### config.mk
export PLATFORM = sky130hd
export DESIGN_NAME = sysctl_regfile
export DESIGN_NICKNAME = d
export VERILOG_FILES = /design/src/rtl/sysctl_pkg.sv /design/src/rtl/sysctl_decode.sv /design/src/rtl/sysctl_ctrl_regs.sv /design/src/rtl/sysctl_read_mux.sv /design/src/rtl/sysctl_regfile.sv
export SDC_FILE = /design/constraint.sdc
export NUM_CORES = 1
export LEC_CHECK = 0
export BUFFER_PORTS_ARGS = -buffer_cell sky130_fd_sc_hd__buf_2
export CORE_MARGIN = 2
export CORE_UTILIZATION = 55
export CTS_CLUSTER_DIAMETER = 200
export CTS_CLUSTER_SIZE = 24
export DETAILED_ROUTE_END_ITERATION = 16
export HOLD_SLACK_MARGIN = 0.12
export PLACE_DENSITY = 0.95
export SLEW_MARGIN = 0
export SYNTH_ARGS = -nofsm -noshare
export SYNTH_HDL_FRONTEND = slang
export SYNTH_SLANG_ARGS = --single-unit
export TNS_END_PERCENT = 20
### constraint.sdc
create_clock -name clk -period 3.27 [get_ports clk]
set_input_delay 0.1635 -clock clk [delete_from_list [all_inputs] [get_ports clk]]
set_output_delay 0.1635 -clock clk [all_outputs]
set_load 0.1 [all_outputs]
### src/rtl/sysctl_pkg.sv
package sysctl_pkg;

    localparam int BUS_ADDR_W = 16;
    localparam int BUS_DATA_W = 8;
    localparam int SYSCTL_W   = 4;

    // Port map
    localparam logic [BUS_ADDR_W-1:0] A_SPECIAL  = 16'h0092;
    localparam logic [BUS_ADDR_W-1:0] A_CPU_CFG  = 16'h0800;
    localparam logic [BUS_ADDR_W-1:0] A_FEATURE  = 16'h0802;
    localparam logic [BUS_ADDR_W-1:0] A_MODSTAT  = 16'h0803;
    localparam logic [BUS_ADDR_W-1:0] A_LED      = 16'h0808;
    localparam logic [BUS_ADDR_W-1:0] A_EQUIP    = 16'h080C;
    localparam logic [BUS_ADDR_W-1:0] A_PROT1    = 16'h0810;
    localparam logic [BUS_ADDR_W-1:0] A_PROT2    = 16'h0812;
    localparam logic [BUS_ADDR_W-1:0] A_L2INV    = 16'h0814;
    localparam logic [BUS_ADDR_W-1:0] A_KEYLOCK  = 16'h0818;
    localparam logic [BUS_ADDR_W-1:0] A_SYSCTL   = 16'h081C;
    localparam logic [BUS_ADDR_W-1:0] A_CACHEID  = 16'h0823;
    localparam logic [BUS_ADDR_W-1:0] A_MAPTYPE  = 16'h0850;

    // Fixed read values
    localparam logic [BUS_DATA_W-1:0] K_CPU_CFG  = 8'hEF;
    localparam logic [BUS_DATA_W-1:0] K_FEATURE  = 8'hAD;
    localparam logic [BUS_DATA_W-1:0] K_MODSTAT  = 8'hE0;
    localparam logic [BUS_DATA_W-1:0] K_EQUIP    = 8'h3C;
    localparam logic [BUS_DATA_W-1:0] K_EXTFEAT  = 8'h39;
    localparam logic [BUS_DATA_W-1:0] K_KEYLOCK  = 8'h00;
    localparam logic [BUS_DATA_W-1:0] K_CACHEID  = 8'h03;
    localparam logic [BUS_DATA_W-1:0] K_FLOAT    = '1;

    typedef enum logic [3:0] {
        PS_NONE,
        PS_SPECIAL,
        PS_CPU_CFG,
        PS_FEATURE,
        PS_MODSTAT,
        PS_LED,
        PS_EQUIP,
        PS_PROT1,
        PS_PROT2,
        PS_L2INV,
        PS_KEYLOCK,
        PS_SYSCTL,
        PS_CACHEID,
        PS_MAPTYPE
    } port_sel_e;

endpackage

### src/rtl/sysctl_decode.sv
module sysctl_decode
    import sysctl_pkg::*;
#(
    parameter int ADDR_W = BUS_ADDR_W
) (
    input  logic [ADDR_W-1:0] addr,
    output port_sel_e         sel,
    output logic              rd_ok,
    output logic              wr_ok
);

    always_comb begin
        case (addr)
            A_SPECIAL: sel = PS_SPECIAL;
            A_CPU_CFG: sel = PS_CPU_CFG;
            A_FEATURE: sel = PS_FEATURE;
            A_MODSTAT: sel = PS_MODSTAT;
            A_LED:     sel = PS_LED;
            A_EQUIP:   sel = PS_EQUIP;
            A_PROT1:   sel = PS_PROT1;
            A_PROT2:   sel = PS_PROT2;
            A_L2INV:   sel = PS_L2INV;
            A_KEYLOCK: sel = PS_KEYLOCK;
            A_SYSCTL:  sel = PS_SYSCTL;
            A_CACHEID: sel = PS_CACHEID;
            A_MAPTYPE: sel = PS_MAPTYPE;
            default:   sel = PS_NONE;
        endcase
    end

    // Per-direction legality of each selection
    always_comb begin
        unique case (sel)
            PS_SPECIAL, PS_CPU_CFG, PS_FEATURE, PS_MODSTAT,
            PS_L2INV, PS_SYSCTL, PS_MAPTYPE: begin
                rd_ok = 1'b1;
                wr_ok = 1'b1;
            end
            PS_EQUIP, PS_KEYLOCK, PS_CACHEID: begin
                rd_ok = 1'b1;
                wr_ok = 1'b0;
            end
            PS_PROT1: begin
                rd_ok = 1'b1;
                wr_ok = 1'b1;
            end
            PS_LED, PS_PROT2: begin
                rd_ok = 1'b0;
                wr_ok = 1'b1;
            end
            default: begin
                rd_ok = 1'b0;
                wr_ok = 1'b0;
            end
        endcase
    end

endmodule

### src/rtl/sysctl_ctrl_regs.sv
module sysctl_ctrl_regs
    import sysctl_pkg::*;
#(
    parameter int DATA_W = BUS_DATA_W,
    parameter int CTRL_W = SYSCTL_W
) (
    input  logic              clk,
    input  logic              rst,
    input  logic              wr_en,
    input  port_sel_e         sel,
    input  logic [DATA_W-1:0] wdata,
    output logic              reset_req,
    output logic              endian_le,
    output logic              activity_led,
    output logic              contig_map,
    output logic [CTRL_W-1:0] sysctl,
    output logic              lock_a,
    output logic              lock_b
);

    logic              nx_reset_req;
    logic              nx_endian_le;
    logic              nx_activity_led;
    logic              nx_contig_map;
    logic [CTRL_W-1:0] nx_sysctl;
    logic              nx_lock_a;
    logic              nx_lock_b;

    always_comb begin
        nx_reset_req    = reset_req;
        nx_endian_le    = endian_le;
        nx_activity_led = activity_led;
        nx_contig_map   = contig_map;
        nx_sysctl       = sysctl;
        nx_lock_a       = 1'b0;
        nx_lock_b       = 1'b0;
        if (wr_en) begin
            unique case (sel)
                PS_SPECIAL: begin
                    nx_reset_req = wdata[0];
                    nx_endian_le = wdata[1];
                end
                PS_LED:     nx_activity_led = wdata[0];
                PS_PROT1:   nx_lock_a       = 1'b1;
                PS_PROT2:   nx_lock_b       = 1'b1;
                PS_SYSCTL:  nx_sysctl       = wdata[CTRL_W-1:0];
                PS_MAPTYPE: nx_contig_map   = wdata[0];
                default: ;
            endcase
        end
    end

    always_ff @(posedge clk) begin
        if (rst) begin
            reset_req    <= 1'b0;
            endian_le    <= 1'b0;
            activity_led <= 1'b0;
            contig_map   <= 1'b0;
            sysctl       <= '0;
            lock_a       <= 1'b0;
            lock_b       <= 1'b0;
        end else begin
            reset_req    <= nx_reset_req;
            endian_le    <= nx_endian_le;
            activity_led <= nx_activity_led;
            contig_map   <= nx_contig_map;
            sysctl       <= nx_sysctl;
            lock_a       <= nx_lock_a;
            lock_b       <= nx_lock_b;
        end
    end

endmodule

### src/rtl/sysctl_read_mux.sv
module sysctl_read_mux
    import sysctl_pkg::*;
#(
    parameter int DATA_W = BUS_DATA_W,
    parameter int CTRL_W = SYSCTL_W
) (
    input  logic              clk,
    input  logic              rst,
    input  logic              rd_en,
    input  logic              rd_ok,
    input  port_sel_e         sel,
    input  logic              endian_le,
    input  logic              contig_map,
    input  logic [CTRL_W-1:0] sysctl,
    output logic [DATA_W-1:0] rdata
);

    logic [DATA_W-1:0] rd_val;

    always_comb begin
        rd_val = K_FLOAT;
        if (rd_ok) begin
            unique case (sel)
                PS_SPECIAL: begin
                    rd_val    = '0;
                    rd_val[1] = endian_le;
                end
                PS_CPU_CFG: rd_val = K_CPU_CFG;
                PS_FEATURE: rd_val = K_FEATURE;
                PS_MODSTAT: rd_val = K_MODSTAT;
                PS_EQUIP:   rd_val = K_EQUIP;
                PS_PROT1:   rd_val = K_EXTFEAT;
                PS_KEYLOCK: rd_val = K_KEYLOCK;
                PS_CACHEID: rd_val = K_CACHEID;
                PS_SYSCTL: begin
                    rd_val             = '0;
                    rd_val[CTRL_W-1:0] = sysctl;
                end
                PS_MAPTYPE: begin
                    rd_val    = '0;
                    rd_val[0] = contig_map;
                end
                default:    rd_val = K_FLOAT;
            endcase
        end
    end

    always_ff @(posedge clk) begin
        if (rst) begin
            rdata <= '0;
        end else if (rd_en) begin
            rdata <= rd_val;
        end
    end

endmodule

### src/rtl/sysctl_regfile.sv
module sysctl_regfile
    import sysctl_pkg::*;
#(
    parameter int ADDR_W = BUS_ADDR_W,
    parameter int DATA_W = BUS_DATA_W,
    parameter int CTRL_W = SYSCTL_W
) (
    input  logic              clk,
    input  logic              rst,
    input  logic [ADDR_W-1:0] bus_addr,
    input  logic [DATA_W-1:0] bus_wdata,
    input  logic              bus_wr,
    input  logic              bus_rd,
    output logic [DATA_W-1:0] bus_rdata,
    output logic              reset_req,
    output logic              endian_le,
    output logic              contig_map,
    output logic              activity_led,
    output logic              lock_pulse_a,
    output logic              lock_pulse_b,
    output logic              decode_err
);

    port_sel_e         sel;
    logic              rd_ok;
    logic              wr_ok;
    logic [CTRL_W-1:0] sysctl;
    logic              bad_access;

    sysctl_decode #(.ADDR_W(ADDR_W)) u_decode (
        .addr  (bus_addr),
        .sel   (sel),
        .rd_ok (rd_ok),
        .wr_ok (wr_ok)
    );

    sysctl_ctrl_regs #(.DATA_W(DATA_W), .CTRL_W(CTRL_W)) u_regs (
        .clk          (clk),
        .rst          (rst),
        .wr_en        (bus_wr && wr_ok),
        .sel          (sel),
        .wdata        (bus_wdata),
        .reset_req    (reset_req),
        .endian_le    (endian_le),
        .activity_led (activity_led),
        .contig_map   (contig_map),
        .sysctl       (sysctl),
        .lock_a       (lock_pulse_a),
        .lock_b       (lock_pulse_b)
    );

    sysctl_read_mux #(.DATA_W(DATA_W), .CTRL_W(CTRL_W)) u_rmux (
        .clk        (clk),
        .rst        (rst),
        .rd_en      (bus_rd),
        .rd_ok      (rd_ok),
        .sel        (sel),
        .endian_le  (endian_le),
        .contig_map (contig_map),
        .sysctl     (sysctl),
        .rdata      (bus_rdata)
    );

    assign bad_access = (bus_rd && !rd_ok) || (bus_wr && !wr_ok);

    always_ff @(posedge clk) begin
        if (rst) begin
            decode_err <= 1'b0;
        end else begin
            decode_err <= bad_access;
        end
    end

endmodule

==> results of run 1 <==
-- cell usage in the layout (no fill, tap or decap), drive strengths merged, types with 3 or more instances in the layout --
cell type,n
nand3,11
nand2,13
a21oi,14
or3b,3
o21bai,4
o21ai,6
a31oi,5
mux2i,4
nor3,7
nor2,17
nor3b,4
nor4,4
buf,39
o211a,3
nand2b,3
a211oi,7
dfxtp,19
nor4b,4
dlygate4sd3,3
o211ai,6
clkbuf,3
-- sequential cells by signal, indices dropped and copies added (netlist names) --
name                 count
u_rmux.rdata             8
u_regs.sysctl            4
decode_err               1
u_regs.activity_led      1
u_regs.contig_map        1
u_regs.endian_le         1
u_regs.lock_a            1
u_regs.lock_b            1
u_regs.reset_req         1
-- area by class of cell --
cell class                      count  area (um2)
Clock inverter                      1       5.005
Inverter                            2       7.507
Tap cell                           30       37.54
Timing Repair Buffer               42       227.7
Sequential cell                    19       380.4
Fill cell                         208       803.3
Clock buffer                        3       22.52
Multi-Input combinational cell    149        1039
-- cell families (layout without fill, tap and decap cells) --
| group | after synthesis | after routing |
|---|---|---|
| simple gates | 85 | 85 |
| compound gates | 59 | 59 |
| flops | 19 | 19 |
| buf+inv | 15 | 48 |
| mux | 4 | 4 |
| xor+xnor | 1 | 1 |
-- stage by stage --
stage	setup WS, ps	utilization, %	hold WS [ps]	area, um2	power, mW
after global routing	1145	68.15	148.1	1719	0.5252
final	1233	68.15	130.3	1719	0.5095
after CTS	1272	68.15	130.9	1719	0.5070
after floorplan	1308	-	307.4	1494	0.3514
after detailed placement	991.6	65.87	432.8	1662	0.3831
after global placement	992.3	65.87	423.4	1662	0.3804
-- routing by layer --
layer / up-vias / part of all wire, % / track usage (%)
met4: 0 / 1.8 / 7.823
met1: 740 / 41 / 30.89
met2: 66 / 50 / 41.51
met5: - / 0 / 0
li1: 778 / - / -
met3: 9 / 6.5 / 3.256
-- power by group through the flow --
| stage | logic [mW] | clock network, mW | registers [mW] |
|---|---|---|---|
| global placement | 0.133 | 0 | 0.248 |
| CTS | 0.139 | 0.126 | 0.243 |
| detailed placement | 0.135 | 0 | 0.248 |
| finish | 0.140 | 0.127 | 0.243 |
| floorplan | 0.0469 | 0 | 0.305 |
| global route | 0.147 | 0.134 | 0.244 |
-- timing repair --
item                                   in CTS  in global routing
resized for setup                           0                  0
endpoints found under the hold margin       4                  0
hold buffers                                3                  0
-- worst max-delay path by stage --
| stage | end | cells after the start |
|---|---|---|
| finish | decode_err | 7 |
| global route | decode_err | 7 |
| CTS | decode_err | 7 |
| detailed placement | decode_err | 7 |
| global placement | decode_err | 7 |
| floorplan | u_rmux.rdata[1] | 8 |
-- worst max-delay path, delay by kind of cell --
family / cells / cell delay, ps
AO/OA/AOI/OAI: 2 / 460
buffers and inverters: 1 / 100
AND/OR/NAND/NOR: 4 / 1520
==> metrics.md, run 1 <==
| Metric | Value |
|---|---|
| Int Pwr | `322.0 uW` |
| Die H | `56.12 um` |
| Num ports | `43` |
| Max-Slew Margin vs Limit | `59.65%` |
| Num CTS Buffers | `3` |
| Post-synthesis sequential area ratio | `25.46%` |
| Reg-to-Reg End | `u_rmux.rdata[3]` |
| Clock-pin slew on the worst setup and hold paths | `120 ps` |
| All-Layer GR Usage | `24.14%` |
| Area Growth Syn to Fin | `15.08%` |
| LEAKAGE | `0.6697 nW` |
| H-tree depth | `1` |
| Post-CTS setup buffer count | `0` |
| Synth warn | `0` |
| Mapped Avg Cell Area | `8.164 um2` |
| Slew @ Worst Pin | `605.3 ps` |
| Combinational power share | `27.5%` |
| Initial antenna violation count | `0` |
| Via count | `1593` |
| Proportion of synthesized area in mux cells | `2.680%` |
| Layout cell share with drive strength beyond 1 | `30.09%` |
| Period utilization | `62.28%` |
| Power share of the clock group | `24.9%` |
| Clk_lat worst skew | `310 ps` |
| Status | `finished clean` |
| FF-to-FF Start | `u_regs.sysctl[3]` |
| Total grt overflow | `0` |
| Hold path depth | `3` |
| Hold Path End | `u_regs.sysctl[0]` |
| Ys async rst share | `0%` |
| CORE AREA | `2522 um2` |
| Hold path start | `bus_wdata[0]` |
| Cell taking the most area after synthesis | `dfxtp_1` |
| Sink Count | `19` |
| CP Capture Type | `flop` |
| CP Data Required Time | `3480 ps` |
| Final-report max-slew violation count | `0` |
| Final Non-Filler Cells | `246` |
| DP Cell Count | `239` |
| Flop pwr share | `47.6%` |
| CP Launch Type | `input port` |
| Final setup violating endpoints | `0` |
| Reg2reg path depth | `3` |
| Global placement routability congestion | `0.8808` |
| Root Driver | `clkbuf_4` |
| DIE AREA | `3149 um2` |
| Max-cap violations | `0` |
| Largest family of logic cells by synthesized area | `simple AND/OR/NAND/NOR gates` |
| WS Path Type | `input port to flop` |
| Net Switching | `187.6 uW` |
| Final Critical Period | `2037 ps` |
| Routed vias/inst | `6.476` |
| Buffers on Ports | `38` |
| Largest net degree at the start of global routing | `19` |
| CTS tree | `done` |
| CP peak stage delay | `530 ps` |
| First-pass GRT wire length | `6154 um` |
| Number of synthesized register bits | `19` |
| Final antenna-violating net count | `0` |
| Final HPWL from detailed placement | `2662 um` |
| Endpoints failing hold | `0` |
| Most numerous cell in the Yosys netlist | `dfxtp_1` |
| RSZ-0062 raised after global routing | `false` |
| Simple-Gate Fraction of Synth Area | `33.33%` |
| Final clock skew | `1.025 ps` |
| FMAX | `491.0 MHz` |
| Sw Ratio | `36.81%` |
| Synth Area in Adders | `0%` |
| Complex-gate fraction of the synthesized area | `32.91%` |
| Mapped Cells | `183` |
| Xor and xnor area share after synthesis | `0.5863%` |
| EDFF count, synth | `0` |
| Bufs on Longest Clock Path | `2` |
| Starting density of the core | `59.23%` |
| Vias in the first global route | `1361` |
| Antenna diodes | `0` |
| Start point of the critical path | `bus_addr[13]` |
| Setup TNS | `0 ps` |
| Die Wd | `56.12 um` |
| Pre-antenna DRT Iters | `4` |
| Slowest cell on crit path | `and2_1` |
| Pwr Density | `296.4 nW/um2` |
| Nets@finish | `245` |
| Critical-path cell list | `buf_2 -> nor4_1 -> and4_1 -> and2_1 -> nor2_1 -> o211a_1 -> o21ba_1` |
| Synth Cell Area | `1494 um2` |
| Worst R2R Setup Slack | `2370 ps` |
| Post-synthesis cell type count | `60` |
| Row Count | `18` |
| Min-delay worst type | `input port to flop` |
| Share of the synthesized area in the top cell type | `25.46%` |
| Worst VDD drop | `0.3296 mV` |
| DR WL/cell | `15.50 um` |
| Primary FF master, synth | `dfxtp_1` |
| Initial DRC count | `71` |
| Post-Syn Nets | `211` |
| Arr. time, crit path | `2250 ps` |
| Synth cell count leaders | `dfxtp_1 (19), nor2_1 (17), a21oi_1 (13), nand2_1 (12), nand3_1 (11)` |
| WL final | `3813 um` |
| DRC Markers | `0` |
| Area contributors post-synth | `dfxtp_1 (25%), a21oi_1 (4.4%), nor2_1 (4.3%)` |
| Crit-path max FO | `15` |
Note: power is estimated with default switching activity, not from simulation.
==> run 2: changes to the inputs <==
- CORE_UTILIZATION: 55 -> 52
- PLACE_DENSITY: 0.95 -> 0.91
- clock period: 3.27 -> 1.95 ns (I/O delays scaled with it)
==> run 2 against run 1 <==
  * Worst hold slack improved by 10 ps
  * Clock skew grew 7.3 ps
  * Worst setup slack worse by 970 ps
  * Via count up 6.7%
  * Non-clock buffer count increased by 24
  * Combinational power rose by 84%
  * Utilization grew 1.5 points
  * Largest cell class unchanged
  * Sequential power is 67% higher
  * First-iteration DRC count up 24%
  * Wire length is 11% higher
  * Critical path depth is the same
  * Cell area rose by 11%
==> metrics.md, run 2 (same netlist as run 1, synthesis figures left out) <==
| Metric | Value |
|---|---|
| Status | `finished clean` |
| Multi-input logic area | `1039 um2 (unchanged)` |
| Final Critical Period | `1687 ps` |
| Reg-to-Reg End | `u_rmux.rdata[0]` |
| CP peak stage delay | `580 ps (+50 ps)` |
| PnR Total Power | `872.2 uW (+71%)` |
| Row Count | `19 (+1)` |
| Hold path depth | `3 (unchanged)` |
| Largest net degree at the start of global routing | `19 (unchanged)` |
| Most common cell after layout, fill and taps aside | `buf_2` |
| Final setup violating endpoints | `0 (unchanged)` |
| Critical-path cell list | `buf_2 -> or4_4 -> a211o_1 -> a41o_1 -> nand2_1 -> nand4b_1 -> nor4_2` |
| Start point of the critical path | `bus_addr[7]` |
| Period utilization | `86.49%` |
| Clock-pin slew on the worst setup and hold paths | `120 ps (about the same)` |
| Setup TNS | `0 ps (unchanged)` |
| Crit-path max FO | `5 (-10)` |
| Num CTS Buffers | `3 (unchanged)` |
| Reg2reg path depth | `3 (unchanged)` |
| Layout cell share with drive strength beyond 1 | `36.67% (+6.6 points)` |
| Worst VDD drop | `0.4693 mV (+42%)` |
| Nets@finish | `269 (+9.8%)` |
| RSZ-0062 raised after global routing | `false` |
| Buffers on Ports | `38 (unchanged)` |
| Sink Count | `19 (unchanged)` |
| Total grt overflow | `0 (unchanged)` |
| Min-delay worst type | `input port to flop` |
| CP Launch Type | `input port` |
| Sequential cell area | `380.4 um2 (unchanged)` |
| Bufs on Longest Clock Path | `2 (unchanged)` |
| Most frequent cells in the layout | `buf_2 (38), buf_4 (24), dfxtp_1 (19)` |
| Largest Register | `u_rmux.rdata` |
| Routed vias/inst | `6.269 (-3.2%)` |
| Final HPWL from detailed placement | `3120 um (+17%)` |
| FF-to-FF Start | `u_regs.contig_map` |
| First-pass GRT wire length | `6858 um (+11%)` |
| Finished Cell Area | `1903 um2 (+11%)` |
| WS Path Type | `input port to flop` |
| Clk_lat worst skew | `310 ps (about the same)` |
| Vias in the first global route | `1584 (+16%)` |
| Via count | `1699 (+6.7%)` |
| FILL cells | `214 (+2.9%)` |
| Worst R2R Setup Slack | `1020 ps (-1350 ps)` |
| Hold path start | `bus_wr` |
| DIE AREA | `3318 um2 (+5.4%)` |
| Max-cap violations | `0 (unchanged)` |
| Final-report max-slew violation count | `0 (unchanged)` |
| Antenna diodes | `0 (unchanged)` |
| Max reg flops | `8 (unchanged)` |
| CP Data Required Time | `2190 ps (-1290 ps)` |
| Pre-antenna DRT Iters | `4 (unchanged)` |
| Die Wd | `57.60 um (+2.6%)` |
| Slowest cell on crit path | `or4_4` |
| Area Growth Syn to Fin | `27.39%` |
| CTS tree | `done` |
| Hold Path End | `u_regs.endian_le` |
| Starting density of the core | `54.65% (-4.6 points)` |
| Initial antenna violation count | `0 (unchanged)` |
| FMAX | `592.9 MHz` |
| Post-cts sizing count | `0 (unchanged)` |
| LEAKAGE | `0.7866 nW (+17%)` |
| Global placement routability congestion | `0.9000 (+2.2%)` |
| Biggest regs | `u_rmux.rdata (8), u_regs.sysctl (4)` |
| Endpoints failing hold | `0 (unchanged)` |
| Final antenna-violating net count | `0 (unchanged)` |
| Die H | `57.60 um (+2.6%)` |
| H-tree depth | `1 (unchanged)` |
| Num ports | `43 (unchanged)` |
| Final clock skew | `8.318 ps (+7.292 ps)` |
| All-Layer GR Usage | `26.32% (+2.2 points)` |
| DP Cell Count | `263 (+10%)` |
| CORE AREA | `2734 um2 (+8.4%)` |
| Placed cell area | `1836 um2 (+10%)` |
| Arr. time, crit path | `1920 ps (-330 ps)` |
| Final Non-Filler Cells | `271 (+10%)` |
| Max-Slew Margin vs Limit | `64.67% (+5.0 points)` |
| Initial DRC count | `88 (+24%)` |
| CP Capture Type | `flop` |
| DRC Markers | `0 (unchanged)` |
| DR WL/cell | `15.57 um (+0.46%)` |
| Pwr Density | `458.3 nW/um2 (+55%)` |
| WL final | `4220 um (+11%)` |
| Slew @ Worst Pin | `527.7 ps (-77.62 ps)` |
| Root Driver | `clkbuf_4` |
## run 2: changes by cell type in the layout (fill, tap and decap cells not counted)
cell	before	now
buf_4	1	24
dlygate4sd3_1	3	4
## run 2: where the power goes
group          internal [mW]  switching [mW]
logic                 0.0784           0.178
clock network         0.0767           0.132
registers              0.401         0.00573
total                  0.556           0.316
## run 2: worst max-delay path: cells and delay by family
family | cells | cell delay [ps]
AND/OR/NAND/NOR | 4 | 1110
buffers and inverters | 1 | 110
AO/OA/AOI/OAI | 2 | 600
## run 2: worst max-delay path by stage
stage	end	slack (ps)	cells past startpoint
finish	u_regs.lock_b	260	7
global route	u_rmux.rdata[1]	160	9
CTS	decode_err	300	7
detailed placement	decode_err	-20	7
global placement	decode_err	50	7
floorplan	u_rmux.rdata[1]	50	8
## run 2: stage by stage
step | utilization [%] | hold WS, ps | worst slack [ps]
2_1_floorplan | - | 241.4 | 53.99
3_3_place_gp | 67.14 | 358.2 | 47.36
3_5_place_dp | 67.14 | 375.8 | -19.28
4_1_cts | 69.61 | 141.5 | 304.4
5_1_grt | 69.61 | 171.6 | 163.5
6_report | 69.61 | 140.6 | 263.4
## run 2: timing repair
item                                   in CTS  in global routing
hold buffers                                4                  0
endpoints found under the hold margin       8                  0
setup buffers                               0                  0
## run 2: final cells by class
| class | instances | area share [%] |
|---|---|---|
| multi-input cells | 149 | 54.57 |
| repair buffers | 66 | 21.56 |
| flip-flops and latches | 19 | 19.99 |
| well taps | 31 | 2.038 |
| clock buffers | 3 | 1.183 |
| inverters | 2 | 0.3945 |
| clock inverters | 1 | 0.2630 |
## run 2: layer usage
layer  vias up  share of wire (%)  track usage [%]
met3        19                8.4            7.029
met1       779                 40            29.67
met2        83                 48            46.59
li1        818                  -                -
met5         -                  0                0
met4         0                3.2            10.63
==> run 3: changes to the inputs <==
- CORE_UTILIZATION: 52 -> 50
- CTS_CLUSTER_DIAMETER: 200 -> 150
- PLACE_DENSITY: 0.91 -> 0.9
- SLEW_MARGIN: 0 -> 5
- SYNTH_HIERARCHICAL: default -> 1
==> run 3 against run 2 <==
  * The flow now finishes with violations (setup timing)
  * Worst setup slack worse by 570 ps
  * Largest cell class unchanged
  * Cell area up 0.46%
  * Critical path depth rose by 2
  * Utilization grew 6.2 points
  * Sequential power about the same
  * Clock power shrank 6%
  * Global-route usage is 3.1 points lower
  * Sequential share of layout area decreased by 0.091 points
  * Critical endpoint is now u_regs/reset_req
==> metrics.md, run 3 <==
| Metric | Value |
|---|---|
| Status | `finished, violations left` |
| Failing checks | `setup timing` |
| Primary FF master, synth | `dfxtp_1` |
| Die H | `56.08 um (-2.6%)` |
| Via count | `1543 (-9.2%)` |
| Most common cell after layout, fill and taps aside | `buf_2` |
| Mapped Avg Cell Area | `8.220 um2 (+0.69%)` |
| Biggest regs | `u_rmux/rdata (8), u_regs/sysctl (4)` |
| Num CTS Buffers | `3 (unchanged)` |
| Antenna diodes | `0 (unchanged)` |
| Final clock skew | `4.665 ps (-3.653 ps)` |
| Final WS setup | `-309.5 ps (-572.9 ps)` |
| Nets@finish | `264 (-1.9%)` |
| Finished Cell Area | `1912 um2 (+0.46%)` |
| Slowest cell on crit path | `or4b_4` |
| Reg2reg path depth | `4 (+1)` |
| Row Count | `18 (-1)` |
| All-Layer GR Usage | `23.25% (-3.1 points)` |
| Final setup violating endpoints | `17 (+17)` |
| Share of the synthesized area in the top cell type | `28.04% (+2.6 points)` |
| Max-cap violations | `0 (unchanged)` |
| FF-to-FF Start | `u_regs/endian_le` |
| LEAKAGE | `0.7909 nW (+0.55%)` |
| DRC Markers | `0 (unchanged)` |
| Sink Count | `19 (unchanged)` |
| Starting density of the core | `53.77% (-0.88 points)` |
| Most numerous cell in the Yosys netlist | `dfxtp_1` |
| FMAX | `442.6 MHz (-25%)` |
| CP Launch Type | `input port` |
| Largest net degree at the start of global routing | `24 (+5)` |
| Number of synthesized register bits | `19 (unchanged)` |
| DIE AREA | `3145 um2 (-5.2%)` |
| Largest Register | `u_rmux/rdata` |
| PnR Total Power | `836.3 uW (-4.1%)` |
| Final antenna-violating net count | `0 (unchanged)` |
| Final-report max-slew violation count | `0 (unchanged)` |
| Post-synthesis cell type count | `57 (-5.0%)` |
| Endpoints failing hold | `0 (unchanged)` |
| Reg-to-Reg End | `u_rmux/rdata[1]` |
| Synth cell count leaders | `dfxtp_1 (19), o21ai_0 (14), nor2_1 (13), nand2_1 (12), nand2b_1 (10)` |
| CTS tree | `done` |
| Initial antenna violation count | `0 (unchanged)` |
| CORE AREA | `2522 um2 (-7.7%)` |
| Critical-path cell list | `buf_6 -> or3b_1 -> a211o_1 -> a2111oi_4 -> o22ai_1 -> a311oi_2 -> and2_4 -> or4b_4 -> mux2i_1` |
| First-pass GRT wire length | `6120 um (-11%)` |
| CP Capture Type | `flop` |
| Multi-input logic area | `979.7 um2 (-5.7%)` |
| Period utilization | `115.9% (+29 points)` |
| Placed cell area | `1778 um2 (-3.1%)` |
| Num ports | `43 (unchanged)` |
| Sequential cell area | `380.4 um2 (unchanged)` |
| Synth warn | `6 (+6)` |
| Hold path depth | `3 (unchanged)` |
| RSZ-0062 raised after global routing | `true` |
| WS Path Type | `input port to flop` |
| Clk_lat worst skew | `290 ps (-20 ps)` |
| Post-synthesis sequential area ratio | `28.04% (+2.6 points)` |
| Buffers on Ports | `38 (unchanged)` |
| Vias in the first global route | `1389 (-12%)` |
| Initial DRC count | `53 (-40%)` |
| EDFF count, synth | `0 (unchanged)` |
| Worst setup path endpoint | `u_regs/reset_req` |
| Final HPWL from detailed placement | `2613 um (-16%)` |
| Crit-path max FO | `4 (-1)` |
| Global placement routability congestion | `0.9104 (+1.2%)` |
| Layout cell share with drive strength beyond 1 | `42.13% (+5.5 points)` |
| Final Critical Period | `2259 ps (+572.9 ps)` |
| Slew @ Worst Pin | `491.5 ps (-36.14 ps)` |
| Total grt overflow | `0 (unchanged)` |
| Worst R2R Setup Slack | `630 ps (-390 ps)` |
| Bufs on Longest Clock Path | `2 (unchanged)` |
| Die Wd | `56.08 um (-2.6%)` |
| Max-Slew Margin vs Limit | `67.46% (+2.8 points)` |
| Root Driver | `clkbuf_4` |
| Max reg flops | `8 (unchanged)` |
| Area contributors post-synth | `dfxtp_1 (28%), o21ai_0 (5.2%), nand2b_1 (4.6%)` |
| Clock-pin slew on the worst setup and hold paths | `110 ps (about the same)` |
| Min-delay worst type | `input port to flop` |
| DR WL/cell | `13.77 um (-12%)` |
| Synth Cell Area | `1356 um2 (-9.2%)` |
| Worst VDD drop | `0.5278 mV (+12%)` |
| Most frequent cells in the layout | `buf_2 (37), buf_4 (32), dfxtp_1 (19)` |
| Ys async rst share | `0% (unchanged)` |
| Cell taking the most area after synthesis | `dfxtp_1` |
| WL final | `3650 um (-14%)` |
| Post-Syn Nets | `193 (-8.5%)` |
| CP Data Required Time | `2140 ps (-50 ps)` |
| Mapped Cells | `165 (-9.8%)` |
| Pre-antenna DRT Iters | `4 (unchanged)` |
| FILL cells | `195 (-8.9%)` |
| Pwr Density | `437.4 nW/um2 (-4.5%)` |
| H-tree depth | `1 (unchanged)` |
| Area Growth Syn to Fin | `40.96%` |
| Arr. time, crit path | `2450 ps (+530 ps)` |
| CP peak stage delay | `490 ps (-90 ps)` |
| Start point of the critical path | `bus_addr[4]` |
| Routed vias/inst | `5.823 (-7.1%)` |
-- run 3: final cells by class --
cell class	count	share of cell area [%]
sequential	19	19.90
tap	30	1.963
clock buffer	4	1.374
multi-input combinational	137	51.24
timing repair buffer	75	25.52
-- run 3: worst max-delay path: cells and delay by family --
kind	cells	cell delay, ps
compound gates	4	1080
mux	1	140
simple gates	3	1050
buf+inv	1	90
-- run 3: routing by layer --
layer	wire (um)	global-route usage, %	share of wire (%)	vias to the layer above
met5	0	0	0	-
met3	252	4.884	6.9	4
met2	1685	38.66	46	66
li1	-	-	-	760
met1	1680	31.40	46	713
met4	31	3.741	0.85	0
-- run 3: worst min path at each step --
stage | slack [ps] | startpoint | to
2_1_floorplan | 160 | rst | decode_err
3_3_place_gp | 360 | bus_wdata[3] | u_regs/sysctl[3]
3_5_place_dp | 360 | bus_wdata[2] | u_regs/sysctl[2]
4_1_cts | 160 | bus_rd | decode_err
5_1_grt | 170 | bus_rd | decode_err
6_report | 160 | bus_rd | decode_err
-- run 3: metrics by stage --
step	hold slack [ps]	utilization, %	setup slack, ps	cells	setup TNS, ps
final	163.6	75.79	-309.5	265	-3371
after global routing	172.7	75.79	-446.1	265	-6469
after CTS	159.7	74.80	-337.5	265	-3119
after detailed placement	362.1	70.49	-721.7	256	-9616
after global placement	358.1	70.49	-617.3	256	-8032
after floorplan	159.9	-	-548.4	165	-6401
-- run 3: cell families after synthesis --
group,count (synthesis),share of synthesized area (%)
buffers and inverters,9,3.966
AO/OA/AOI/OAI,45,24.63
flip-flops,19,28.04
XOR/XNOR,1,0.6459
multiplexers,5,3.875
AND/OR/NAND/NOR,86,38.84
-- run 3: timing repair --
| action | in CTS | in global routing |
|---|---|---|
| setup endpoints to repair | 18 | 19 |
| endpoints found under the hold margin | 5 | 0 |
| pin swaps | 5 | 0 |
| resized for setup | 15 | 6 |
| hold buffers | 4 | 0 |
| buffers inserted | 1 | 0 |
-- run 3: report_power, final --
group | leakage (nW) | total (mW) | switching (mW) | internal (mW)
clock network | 0.0150 | 0.197 | 0.117 | 0.0797
logic | 0.620 | 0.233 | 0.160 | 0.0731
registers | 0.156 | 0.406 | 0.00494 | 0.401
total | 0.791 | 0.836 | 0.283 | 0.554
